<file path="config.mk">
export PLATFORM = sky130hd
export DESIGN_NAME = coinc_trigger
export DESIGN_NICKNAME = d
export VERILOG_FILES = /design/src/rtl/coinc_pkg.sv /design/src/rtl/coinc_ctrl.sv /design/src/rtl/coinc_cluster_eval.sv /design/src/rtl/coinc_datapath.sv /design/src/rtl/coinc_trigger.sv
export SDC_FILE = /design/constraint.sdc
export NUM_CORES = 1
export LEC_CHECK = 0
export ABC_AREA = 1
export CAP_MARGIN = 20
export CORE_ASPECT_RATIO = 0.5
export CORE_MARGIN = 1.5
export CORE_UTILIZATION = 63
export DETAILED_ROUTE_END_ITERATION = 7
export PLACE_DENSITY = 0.83
export SETUP_SLACK_MARGIN = 0.3
export SLEW_MARGIN = 20
export SYNTH_ARGS = -nofsm -noshare
export SYNTH_HDL_FRONTEND = slang
export SYNTH_SLANG_ARGS = --single-unit
</file>
<file path="constraint.sdc">
create_clock -name clk -period 6.97 [get_ports clk]
set_clock_uncertainty 0.15 [all_clocks]
set_input_delay 1.7425 -clock clk [delete_from_list [all_inputs] [get_ports clk]]
set_output_delay 1.7425 -clock clk [all_outputs]
set_load 0.01 [all_outputs]
</file>
<file path="src/rtl/coinc_pkg.sv">
package coinc_pkg;

  // Strobes from the control FSM to the datapath
  typedef struct packed {
    logic openWin;   // first hit of a new window: reload the mask
    logic takeHit;   // hit inside an open window: merge it
    logic evalNow;   // window closed: register the outcome
  } ctrlStrobes_t;

  typedef enum logic [1:0] {
    REJ_PIXCNT  = 2'd0,
    REJ_CLUSCNT = 2'd1,
    REJ_AMP     = 2'd2
  } rejCode_t;

endpackage

</file>
<file path="src/rtl/coinc_ctrl.sv">
module coinc_ctrl
  import coinc_pkg::*;
#(
  parameter int WIN_W = 16
) (
  input  logic             clk,
  input  logic             rstN,
  input  logic             hitValid,
  input  logic [WIN_W-1:0] winLen,
  output ctrlStrobes_t     strobes
);

  typedef enum logic [1:0] {ST_IDLE, ST_OPEN, ST_EVAL} state_t;

  state_t           state;
  logic [WIN_W-1:0] winCnt;
  logic [WIN_W-1:0] effWin;

  assign effWin = (winLen == '0) ? WIN_W'(1) : winLen;

  always_comb begin
    strobes.openWin = (state == ST_IDLE) && hitValid;
    strobes.takeHit = (state == ST_OPEN) && hitValid && (winCnt < effWin);
    strobes.evalNow = (state == ST_EVAL);
  end

  always_ff @(posedge clk or negedge rstN) begin
    if (!rstN) begin
      state  <= ST_IDLE;
      winCnt <= '0;
    end else begin
      unique case (state)
        ST_IDLE: begin
          if (hitValid) begin
            state  <= ST_OPEN;
            winCnt <= WIN_W'(1);
          end
        end
        ST_OPEN: begin
          if (winCnt >= effWin) state <= ST_EVAL;
          else                  winCnt <= winCnt + WIN_W'(1);
        end
        default: state <= ST_IDLE;
      endcase
    end
  end


  eval_one_cycle_chk: assert property (@(posedge clk) disable iff (!rstN)
    (state == ST_EVAL) |=> (state == ST_IDLE));


  win_cnt_bound_chk: assert property (@(posedge clk) disable iff (!rstN)
    ((state == ST_OPEN) && $stable(winLen)) |-> (winCnt <= effWin));


  no_hit_in_eval_chk: assert property (@(posedge clk) disable iff (!rstN)
    (state == ST_EVAL) |-> !(strobes.takeHit || strobes.openWin));

endmodule

</file>
<file path="src/rtl/coinc_cluster_eval.sv">
module coinc_cluster_eval #(
  parameter int NUM_PIX = 16,
  parameter int AMP_W   = 12,
  parameter int CNT_W   = $clog2(NUM_PIX + 1)
) (
  input  logic [NUM_PIX-1:0]       mask,
  input  logic [NUM_PIX*AMP_W-1:0] ampFlat,
  input  logic [AMP_W-1:0]         ampMax,
  output logic [CNT_W-1:0]         pixCnt,
  output logic [CNT_W-1:0]         clusCnt,
  output logic                     anyClusOk
);

  logic [NUM_PIX-1:0] lowAmp;
  logic [NUM_PIX-1:0] runStart;
  logic [NUM_PIX:0]   maskExt;

  assign maskExt  = {1'b0, mask};
  assign runStart = mask & ~{mask[NUM_PIX-2:0], 1'b0};

  for (genvar i = 0; i < NUM_PIX; i++) begin : g_low
    assign lowAmp[i] = ampFlat[i*AMP_W +: AMP_W] < ampMax;
  end

  always_comb begin
    pixCnt  = '0;
    clusCnt = '0;
    for (int i = 0; i < NUM_PIX; i++) begin
      pixCnt  = pixCnt + CNT_W'(mask[i]);
      clusCnt = clusCnt + CNT_W'(runStart[i]);
    end
  end

  // A cluster is good when every member lies below the ceiling,
  // i.e. its peak amplitude is below the ceiling.
  always_comb begin
    logic runGood;
    runGood   = 1'b1;
    anyClusOk = 1'b0;
    for (int i = 0; i < NUM_PIX; i++) begin
      if (mask[i]) begin
        runGood = runGood & lowAmp[i];
        if (!maskExt[i+1]) begin
          anyClusOk = anyClusOk | runGood;
          runGood   = 1'b1;
        end
      end
    end
  end

endmodule

</file>
<file path="src/rtl/coinc_datapath.sv">
module coinc_datapath
  import coinc_pkg::*;
#(
  parameter int NUM_PIX = 16,
  parameter int AMP_W   = 12,
  parameter int IDX_W   = $clog2(NUM_PIX),
  parameter int CNT_W   = $clog2(NUM_PIX + 1)
) (
  input  logic               clk,
  input  logic               rstN,
  input  ctrlStrobes_t       strobes,
  input  logic [IDX_W-1:0]   hitPixel,
  input  logic [AMP_W-1:0]   hitAmp,
  input  logic [CNT_W-1:0]   pixMin,
  input  logic [CNT_W-1:0]   pixMax,
  input  logic [CNT_W-1:0]   clusLimit,
  input  logic [AMP_W-1:0]   ampMax,
  output logic               acceptValid,
  output logic [NUM_PIX-1:0] acceptMask,
  output logic [CNT_W-1:0]   acceptPixCnt,
  output logic [CNT_W-1:0]   acceptClusCnt,
  output logic               rejectValid,
  output logic [1:0]         rejectReason
);

  logic [NUM_PIX-1:0]       hitMask;
  logic [AMP_W-1:0]         ampReg [NUM_PIX];
  logic [NUM_PIX*AMP_W-1:0] ampFlat;
  logic [CNT_W-1:0]         pixCnt;
  logic [CNT_W-1:0]         clusCnt;
  logic                     anyClusOk;

  for (genvar i = 0; i < NUM_PIX; i++) begin : g_pix
    logic sel;
    assign sel = (int'(hitPixel) == i);
    assign ampFlat[i*AMP_W +: AMP_W] = ampReg[i];

    always_ff @(posedge clk or negedge rstN) begin
      if (!rstN) begin
        hitMask[i] <= 1'b0;
        ampReg[i]  <= '0;
      end else if (strobes.openWin) begin
        hitMask[i] <= sel;
        ampReg[i]  <= sel ? hitAmp : '0;
      end else if (strobes.takeHit && sel) begin
        hitMask[i] <= 1'b1;
        if (!hitMask[i] || hitAmp > ampReg[i]) ampReg[i] <= hitAmp;
      end
    end
  end

  coinc_cluster_eval #(
    .NUM_PIX(NUM_PIX), .AMP_W(AMP_W), .CNT_W(CNT_W)
  ) eval_i (
    .mask      (hitMask),
    .ampFlat   (ampFlat),
    .ampMax    (ampMax),
    .pixCnt    (pixCnt),
    .clusCnt   (clusCnt),
    .anyClusOk (anyClusOk)
  );

  always_ff @(posedge clk or negedge rstN) begin
    if (!rstN) begin
      acceptValid   <= 1'b0;
      acceptMask    <= '0;
      acceptPixCnt  <= '0;
      acceptClusCnt <= '0;
      rejectValid   <= 1'b0;
      rejectReason  <= '0;
    end else begin
      acceptValid <= 1'b0;
      rejectValid <= 1'b0;
      if (strobes.evalNow) begin
        if (!((pixCnt > pixMin) && (pixCnt < pixMax))) begin
          rejectValid  <= 1'b1;
          rejectReason <= REJ_PIXCNT;
        end else if (clusCnt > clusLimit) begin
          rejectValid  <= 1'b1;
          rejectReason <= REJ_CLUSCNT;
        end else if (!anyClusOk) begin
          rejectValid  <= 1'b1;
          rejectReason <= REJ_AMP;
        end else begin
          acceptValid   <= 1'b1;
          acceptMask    <= hitMask;
          acceptPixCnt  <= pixCnt;
          acceptClusCnt <= clusCnt;
        end
      end
    end
  end


  strobe_excl_chk: assert property (@(posedge clk) disable iff (!rstN)
    !(acceptValid && rejectValid));


  accept_pulse_chk: assert property (@(posedge clk) disable iff (!rstN)
    acceptValid |=> !acceptValid);


  reject_pulse_chk: assert property (@(posedge clk) disable iff (!rstN)
    rejectValid |=> !rejectValid);


  reason_legal_chk: assert property (@(posedge clk) disable iff (!rstN)
    rejectValid |-> (rejectReason != 2'd3));


  accept_counts_chk: assert property (@(posedge clk) disable iff (!rstN)
    acceptValid |-> ((acceptClusCnt != '0) && (acceptClusCnt <= acceptPixCnt)
                     && (acceptPixCnt == CNT_W'($countones(acceptMask)))));


  mask_hold_in_eval_chk: assert property (@(posedge clk) disable iff (!rstN)
    strobes.evalNow |=> $stable(hitMask));

endmodule

</file>
<file path="src/rtl/coinc_trigger.sv">
module coinc_trigger
  import coinc_pkg::*;
#(
  parameter int NUM_PIX = 16,
  parameter int AMP_W   = 12,
  parameter int WIN_W   = 16,
  localparam int IDX_W  = $clog2(NUM_PIX),
  localparam int CNT_W  = $clog2(NUM_PIX + 1)
) (
  input  logic               clk,
  input  logic               rstN,
  input  logic               hitValid,
  input  logic [IDX_W-1:0]   hitPixel,
  input  logic [AMP_W-1:0]   hitAmp,
  input  logic [WIN_W-1:0]   winLen,
  input  logic [CNT_W-1:0]   pixMin,
  input  logic [CNT_W-1:0]   pixMax,
  input  logic [CNT_W-1:0]   clusLimit,
  input  logic [AMP_W-1:0]   ampMax,
  output logic               acceptValid,
  output logic [NUM_PIX-1:0] acceptMask,
  output logic [CNT_W-1:0]   acceptPixCnt,
  output logic [CNT_W-1:0]   acceptClusCnt,
  output logic               rejectValid,
  output logic [1:0]         rejectReason
);

  ctrlStrobes_t strobes;

  coinc_ctrl #(.WIN_W(WIN_W)) ctrl_i (
    .clk      (clk),
    .rstN     (rstN),
    .hitValid (hitValid),
    .winLen   (winLen),
    .strobes  (strobes)
  );

  coinc_datapath #(
    .NUM_PIX(NUM_PIX), .AMP_W(AMP_W), .IDX_W(IDX_W), .CNT_W(CNT_W)
  ) dp_i (
    .clk           (clk),
    .rstN          (rstN),
    .strobes       (strobes),
    .hitPixel      (hitPixel),
    .hitAmp        (hitAmp),
    .pixMin        (pixMin),
    .pixMax        (pixMax),
    .clusLimit     (clusLimit),
    .ampMax        (ampMax),
    .acceptValid   (acceptValid),
    .acceptMask    (acceptMask),
    .acceptPixCnt  (acceptPixCnt),
    .acceptClusCnt (acceptClusCnt),
    .rejectValid   (rejectValid),
    .rejectReason  (rejectReason)
  );

endmodule

</file>
==> flow_summary.rst, run 1 <==
.. list-table::
   :header-rows: 1

   * - Metric
     - Value
   * - Max rail drop VDD
     - 231 uV
   * - Sequential fraction of the synthesis area
     - 0.315
   * - Delay-heaviest family, CP
     - simple AND/OR/NAND/NOR gates
   * - Seq. cell area
     - 6410 um^2
   * - Crit Path Class
     - in2reg
   * - Async set-or-reset flop fraction in the synthesized netlist
     - 1.00
   * - Gr usage total
     - 0.375
   * - Worst Path Arrival
     - 6.43 ns
   * - Boundary Pins
     - roughly 90
   * - Endpoint kind of the worst setup timing path
     - flip-flop
   * - Detail Placement HPWL
     - 44300 um
   * - Worst Hold Class
     - reg2reg
   * - TritonCTS Sinks
     - 256
   * - Register-to-Register Path Depth
     - 20
   * - Power density over the cells
     - 375 nW/um^2
   * - Final TNS setup
     - 0 ns
   * - Total of endpoints with negative setup slack in the final report
     - 0
   * - DP Cell Count
     - 2916
   * - Post-synth net total
     - 2914
   * - Measured slew at the worst slew-check pin
     - ~1.0 ns
   * - Relative slew slack
     - 0.331
   * - Worst setup slack after layout
     - between 0.8 and 0.9 ns
   * - Overflow left after global routing
     - 0
   * - Cell type with the highest occurrence count on the critical path
     - sky130_fd_sc_hd__nand2_1
   * - Startpoint types
     - input port
   * - Level count of the clock H-tree
     - 1
   * - Top area cells in the synthesized netlist
     - sky130_fd_sc_hd__dfrtp_1, sky130_fd_sc_hd__ha_1, sky130_fd_sc_hd__inv_1
   * - Footprint of the multi-input gates
     - 12200 um^2
   * - Layout Cell Area excl Fill
     - 22800 um^2
   * - Power, Total
     - 8.56 mW
   * - Wire length of the first global-routing pass
     - 97300 um
   * - Detailed-route via count
     - between 15000 and 20000
   * - Hold depth
     - 2
   * - TritonCTS buffer count
     - 26
   * - Number of cells in the finished layout apart from fillers
     - just under 3000
   * - Proportion of layout cells with a drive suffix above 1
     - 0.0482
   * - Die Span X
     - 257 um
   * - Placed standard-cell area
     - around 22000 um^2
   * - Fraction of the cycle the final worst path needs
     - 0.882
   * - Hold buffer count at cts
     - 0
   * - Clock latency on the worst-skew pair
     - 0.58 ns
   * - LEAKAGE
     - 11.5 nW
   * - Mean instance size in the synthesized netlist
     - 8.40 um^2
   * - Peak per-stage delay on the critical path
     - 0.97 ns
   * - Total of fill cells in the finished design
     - 2402
   * - Core box area
     - 31700 um^2
   * - Core utilization of the finished layout
     - 0.720
   * - Cell area after synthesis
     - about 20000 um^2
   * - Required time of the critical path
     - 7.26 ns
   * - Remaining routing DRC violations
     - 0
   * - Antenna violations before repair
     - 0
   * - Outcome
     - finished, final reports clean
   * - Weighted congestion at the end of routability-driven global placement
     - 0.943
   * - Routed wire length per instance
     - 21.2 um
   * - Area share of the leading cell type in the synthesized netlist
     - 0.315
   * - Number of placement rows
     - 46
   * - Setup repair after global routing missed its margin
     - false
   * - Maximum achievable frequency
     - approximately 160 MHz
   * - Pre-antenna DRT Iters
     - 7
   * - Detailed Route Iter0 Violations
     - 1899
   * - Final routed wirelength across all metal layers
     - 62800 um
   * - ANT cells
     - 0
   * - Number of maximum-capacitance violations
     - 0
   * - Most used flip-flop cell after synthesis
     - sky130_fd_sc_hd__dfrtp_1
   * - Total of buffers placed on input and output ports
     - 91
   * - Initial Util
     - 0.642
   * - Maximum number of pins on one net before global-route repair
     - 127
   * - Min cycle time layout
     - a little over 6 ns
   * - Total number of cells along the worst setup path
     - 31
   * - Cell count after synthesis
     - 2422
   * - Peak fanout along the critical path
     - 27
   * - Final-report max-slew violation count
     - 0
   * - Worst hold margin
     - 0.324 ns
   * - Final net count
     - 3006
   * - Crit path buf inv count
     - 2
   * - Die span in y
     - 130 um
   * - Final count of hold timing violations
     - 0
   * - FF+latch count, synth
     - between 200 and 300
   * - Synthesis-to-finish area growth
     - 12.1%
   * - TritonCTS clock tree
     - yes
   * - Post-Place Worst Slack
     - around 0.42 ns
   * - Count of flip-flops with a built-in enable after synthesis
     - 0
   * - Number of global-route vias before repair
     - 18000
   * - Cell taking the most area after synthesis
     - sky130_fd_sc_hd__dfrtp_1
   * - DIE AREA
     - 33500 um^2
   * - Maximum number of buffers from clock root to sink
     - 3
   * - FF-to-FF setup slack
     - 1.28 ns
   * - Via density per instance
     - 6.37
   * - Clock-pin slew on the worst setup and hold paths
     - 0.06 ns
   * - Critical Path Slowest Stage Cell
     - sky130_fd_sc_hd__clkdlybuf4s50_1
   * - Routed Antenna Nets
     - 0
   * - CTS Root Cell
     - sky130_fd_sc_hd__clkbuf_16
   * - Synth warnings
     - 0
   * - Count of distinct cell types in the synthesized netlist
     - 50
-- state kept, by name, indices dropped and copies added, names as in the netlist --
name	cells
ctrl_i.state	2
ctrl_i.winCnt	16
dp_i.acceptClusCnt	5
dp_i.acceptMask	16
dp_i.acceptPixCnt	5
dp_i.acceptValid	1
dp_i.ampFlat	192
dp_i.hitMask	16
dp_i.rejectReason	2
dp_i.rejectValid	1
-- cell families (layout without fill, tap and decap cells) --
kind of cell	after synthesis	after routing	share of synthesized area
AND/OR/NAND/NOR	674	674	0.146
XOR/XNOR	5	5	0.00215
buffers and inverters	476	586	0.0891
adder cells (fa/ha/maj)	430	430	0.271
AO/OA/AOI/OAI	581	581	0.177
flip-flops	256	256	0.315
-- worst register-to-register path, delay by kind of cell, from the launching register on --
kind | cells | cell delay [ns]
adder cells (fa/ha/maj) | 7 | 2.97
AND/OR/NAND/NOR | 6 | 0.92
flip-flops | 1 | 0.61
buffers and inverters | 4 | 0.53
AO/OA/AOI/OAI | 3 | 0.39
-- cell type report --
type                            count  area share
Clock buffer                       38      0.0335
Clock inverter                      8     0.00466
Inverter                          393      0.0648
Multi-Input combinational cell   1690       0.533
Sequential cell                   256       0.281
Tap cell                          432      0.0237
Timing Repair Buffer              147      0.0594
-- synth_stat cells (all sizes together), types with 5 or more instances --
master   number
clkinv       11
nand3       124
o22ai        19
nand4        78
nor4          5
o211ai       19
inv         382
nor3         22
a21o         15
o21ai       154
o2111ai       7
a21boi       10
o32ai        69
clkbuf       73
nand2       352
nor2         86
buf          10
o221ai        9
o31ai        36
a221oi        6
a21oi       200
a211oi       10
dfrtp       256
fa           19
ha          411
-- routing by layer --
metal,track usage,vias up,routed length [um]
met3,0.0794,213,8000
met4,0.139,0,2610
met1,0.511,8891,24900
met2,0.595,1091,27300
met5,0,-,0
li1,-,8685,-
-- power by group --
group | total, mW | internal [mW] | leakage (nW) | switching [mW]
Sequential | 2.49 | 2.02 | 3.40 | 0.469
Combinational | 4.59 | 1.81 | 7.69 | 2.78
Clock | 1.48 | 0.835 | 0.424 | 0.650
Total | 8.56 | 4.66 | 11.5 | 3.90
-- repair_timing --
action	CTS	global route
setup endpoints to repair	0	22
gates resized for setup	0	1
buffers inserted	0	2
-- final timing paths --
kind                                                 start                              end
hold reg to reg            dp_i.acceptMask[12]$_DFFE_PN0P_  dp_i.acceptMask[12]$_DFFE_PN0P_
min in group asynchronous                             rstN    dp_i.ampFlat[138]$_DFFE_PN0P_
max in group asynchronous                             rstN     dp_i.ampFlat[54]$_DFFE_PN0P_
hold / removal             dp_i.acceptMask[12]$_DFFE_PN0P_  dp_i.acceptMask[12]$_DFFE_PN0P_
setup / recovery                                 ampMax[0]   dp_i.acceptMask[1]$_DFFE_PN0P_
setup reg to reg               dp_i.hitMask[8]$_DFFE_PN0P_   dp_i.acceptMask[1]$_DFFE_PN0P_
-- layout by cell type (no fill, tap or decap), drive strengths merged, types with 5 or more instances in the layout --
master	n
a221oi	6
nand3	124
clkbuf	38
o2111ai	7
ha	411
o32ai	69
dfrtp	256
o31ai	36
nor2	86
inv	381
o22ai	19
clkinv	15
o221ai	9
buf	58
a21boi	10
nor4	5
nor3	22
a21oi	200
clkdlybuf4s50	89
nand4	78
o21ai	154
fa	19
nand2	352
a21o	15
a211oi	10
o211ai	19
No activity file was read; power rests on OpenSTA's default activity.
==> inputs of run 2 (changes only) <==
--- a/config.mk
+++ b/config.mk
@@ -13,7 +13,7 @@
 export DETAILED_ROUTE_END_ITERATION = 7
 export PLACE_DENSITY = 0.83
 export SETUP_SLACK_MARGIN = 0.3
-export SLEW_MARGIN = 20
+export SLEW_MARGIN = 15
 export SYNTH_ARGS = -nofsm -noshare
 export SYNTH_HDL_FRONTEND = slang
 export SYNTH_SLANG_ARGS = --single-unit
==> run 2 against run 1 <==
Wire length barely moved. Sequential power barely moved. Fmax rose by 0.38%. Total power rose by 0.19%. Critical path type unchanged. Critical path depth did not move. Combinational power barely moved. Flip-flop and latch count did not move. Hold slack got worse by 0.0020 ns.
==> flow_summary.rst, run 2 (synthesized netlist as in run 1, its figures left out) <==
.. list-table::
   :header-rows: 1

   * - Metric
     - Value
   * - Clock-pin slew on the worst setup and hold paths
     - 0.06 ns (about the same)
   * - Final-report max-slew violation count
     - 0 (unchanged)
   * - Combinational group share of total power
     - 0.536 (about the same)
   * - CP endpoint
     - dp_i.acceptMask[1]$_DFFE_PN0P_
   * - Antenna violations before repair
     - 0 (unchanged)
   * - Peak fanout along the critical path
     - 27 (unchanged)
   * - Seq. cell area
     - 6410 um^2 (unchanged)
   * - Cell type with the highest occurrence count on the critical path
     - sky130_fd_sc_hd__nand2_1
   * - Total of fill cells in the finished design
     - 2399 (-0.12%)
   * - Power density over the cells
     - 376 nW/um^2 (+0.10%)
   * - Number of placement rows
     - 46 (unchanged)
   * - ANT cells
     - 0 (unchanged)
   * - LEAKAGE
     - 11.5 nW (about the same)
   * - Most common cell after layout, fill and taps aside
     - sky130_fd_sc_hd__ha_1
   * - Switching Share
     - 0.456 (+0.000758)
   * - Register share of total power
     - 0.291 (about the same)
   * - Hold depth
     - 2 (unchanged)
   * - Crit Path Class
     - in2reg
   * - Internal power
     - 4.66 mW (about the same)
   * - Clock latency on the worst-skew pair
     - 0.59 ns (about the same)
   * - DIE AREA
     - 33500 um^2 (unchanged)
   * - Detailed-route via count
     - 18800 (-0.26%)
   * - Total number of cells along the worst setup path
     - 31 (unchanged)
   * - Setup crit start
     - ampMax[0]
   * - Endpoint kind of the worst setup timing path
     - flip-flop
   * - TritonCTS buffer count
     - 26 (unchanged)
   * - Final net count
     - 3007 (+0.033%)
   * - Wire length of the first global-routing pass
     - 97300 um (unchanged)
   * - Max rail drop VDD
     - 237 uV (+2.4%)
   * - Most frequent cells in the layout
     - sky130_fd_sc_hd__ha_1, sky130_fd_sc_hd__inv_1, sky130_fd_sc_hd__nand2_1
   * - Outcome
     - finished, final reports clean
   * - Required time of the critical path
     - 7.26 ns (about the same)
   * - Worst r2r dst
     - dp_i.acceptMask[1]$_DFFE_PN0P_
   * - Startpoint types
     - input port
   * - Boundary Pins
     - 92 (unchanged)
   * - Pre-antenna DRT Iters
     - 6 (-1)
   * - Die span in y
     - 130 um (unchanged)
   * - Worst Hold Class
     - reg2reg
   * - Via density per instance
     - 6.35 (-0.30%)
   * - Final count of hold timing violations
     - 0 (unchanged)
   * - Register-to-Register Path Depth
     - 20 (unchanged)
   * - Post-Place Worst Slack
     - 0.424 ns (unchanged)
   * - Fraction of power consumed by the clock network
     - 0.173 (about the same)
   * - Crit path buf inv count
     - 2 (unchanged)
   * - Die Span X
     - 257 um (unchanged)
   * - Synthesis-to-finish area growth
     - 12.2% (about the same)
   * - Worst Path Arrival
     - 6.41 ns (-0.02 ns)
   * - Measured slew at the worst slew-check pin
     - 0.989 ns (-0.0103 ns)
   * - FF-to-FF setup slack
     - 1.27 ns (about the same)
   * - Setup repair after global routing missed its margin
     - false
   * - Relative slew slack
     - 0.338 (+0.00690)
   * - TritonCTS Sinks
     - 256 (unchanged)
   * - Routed Antenna Nets
     - 0 (unchanged)
   * - Final TNS setup
     - 0 ns (unchanged)
   * - Worst r2r src
     - dp_i.hitMask[8]$_DFFE_PN0P_
   * - Final routed wirelength across all metal layers
     - 62800 um (about the same)
   * - Initial Util
     - 0.642 (unchanged)
   * - Core box area
     - 31700 um^2 (unchanged)
   * - Power, Total
     - 8.58 mW (+0.19%)
   * - Detailed Route Iter0 Violations
     - 1897 (-0.11%)
   * - Maximum number of pins on one net before global-route repair
     - 127 (unchanged)
   * - Fraction of the cycle the final worst path needs
     - 0.879 (-0.00332)
   * - Maximum number of buffers from clock root to sink
     - 3 (unchanged)
   * - Flip-flop count of the largest register, all copies and words added
     - 192 (unchanged)
   * - Min cycle time layout
     - 6.12 ns (-0.0231 ns)
   * - Overflow left after global routing
     - 0 (unchanged)
   * - Number of maximum-capacitance violations
     - 0 (unchanged)
   * - Number of global-route vias before repair
     - 18000 (unchanged)
   * - Remaining routing DRC violations
     - 0 (unchanged)
   * - Critical Path Slowest Stage Cell
     - sky130_fd_sc_hd__clkdlybuf4s50_1
   * - Footprint of the multi-input gates
     - 12200 um^2 (unchanged)
   * - Switching power total
     - 3.92 mW (+0.36%)
   * - CTS Root Cell
     - sky130_fd_sc_hd__clkbuf_16
   * - Peak per-stage delay on the critical path
     - 0.95 ns (-0.02 ns)
   * - Worst setup slack after layout
     - 0.846 ns (+0.0231 ns)
   * - Routed wire length per instance
     - 21.2 um (about the same)
   * - Level count of the clock H-tree
     - 1 (unchanged)
   * - Total of buffers placed on input and output ports
     - 91 (unchanged)
   * - Total of endpoints with negative setup slack in the final report
     - 0 (unchanged)
   * - Gr usage total
     - 0.375 (unchanged)
   * - Weighted congestion at the end of routability-driven global placement
     - 0.943 (unchanged)
   * - Maximum achievable frequency
     - 163 MHz (+0.38%)
   * - TritonCTS clock tree
     - yes
   * - Delay-heaviest family, CP
     - simple AND/OR/NAND/NOR gates
   * - Detail Placement HPWL
     - 44300 um (unchanged)
   * - Proportion of layout cells with a drive suffix above 1
     - 0.0482 (about the same)
## run 2: cell count changes in the layout (fill, tap and decap cells not counted)
cell,before,now
sky130_fd_sc_hd__buf_8,1,2
sky130_fd_sc_hd__clkdlybuf4s50_1,89,90
sky130_fd_sc_hd__buf_2,1,0
## run 2: tightest hold or removal path, delay by kind of cell (launching register included)
| kind | cells | cell delay (ns) |
|---|---|---|
| DFF | 1 | 0.34 |
| and+or+nand+nor | 2 | 0.10 |
## run 2: how the worst min path moves through the flow
stage	slack, ns	end	startpoint
after CTS	0.32	dp_i.acceptMask[12]$_DFFE_PN0P_	dp_i.acceptMask[12]$_DFFE_PN0P_
after global placement	0.31	dp_i.acceptClusCnt[3]$_DFFE_PN0P_	dp_i.acceptClusCnt[3]$_DFFE_PN0P_
after global routing	0.34	dp_i.rejectReason[0]$_DFFE_PN0P_	dp_i.rejectReason[0]$_DFFE_PN0P_
after floorplan	0.29	ctrl_i.winCnt[15]$_DFFE_PN0P_	ctrl_i.winCnt[15]$_DFFE_PN0P_
after detailed placement	0.31	dp_i.acceptMask[12]$_DFFE_PN0P_	dp_i.acceptMask[12]$_DFFE_PN0P_
final	0.32	dp_i.acceptMask[12]$_DFFE_PN0P_	dp_i.acceptMask[12]$_DFFE_PN0P_
## run 2: stage by stage
stage / utilization / instances / instance area (um^2) / hold WS [ns]
6_report: 0.720 / 2965 / 22800 / 0.322
5_1_grt: 0.720 / 2965 / 22800 / 0.341
4_1_cts: 0.719 / 2962 / 22800 / 0.325
3_5_place_dp: 0.691 / 2916 / 21900 / 0.309
3_3_place_gp: 0.691 / 2916 / 21900 / 0.308
2_1_floorplan: - / 2422 / 20400 / 0.290
## run 2: timing repair
action | CTS | global route
endpoints found under the setup margin | 0 | 22
setup buffers | 0 | 2
hold buffers | 0 | 0
hold endpoints to repair | 0 | 0
gates resized for setup | 0 | 1
## run 2: power by group through the flow
stage | Sequential, mW | Clock, mW | Combinational [mW]
2_1_floorplan | 2.35 | 0 | 3.21
3_3_place_gp | 2.47 | 0 | 4.23
3_5_place_dp | 2.48 | 0 | 4.45
4_1_cts | 2.47 | 1.48 | 4.51
5_1_grt | 2.53 | 1.53 | 5.21
6_report | 2.49 | 1.49 | 4.60
## run 2: area by class of cell
type,instances,share of cell area
multi-input combinational,1690,0.533
sequential,256,0.280
inverter,393,0.0647
timing repair buffer,148,0.0602
clock buffer,38,0.0335
tap,432,0.0237
clock inverter,8,0.00466
## run 2: metal layers
metal,wire length [um],global-route usage,vias to the layer above
met3,7590,0.0794,214
met1,25500,0.511,8889
li1,-,-,8692
met5,0,0,-
met2,27300,0.595,1035
met4,2540,0.139,0
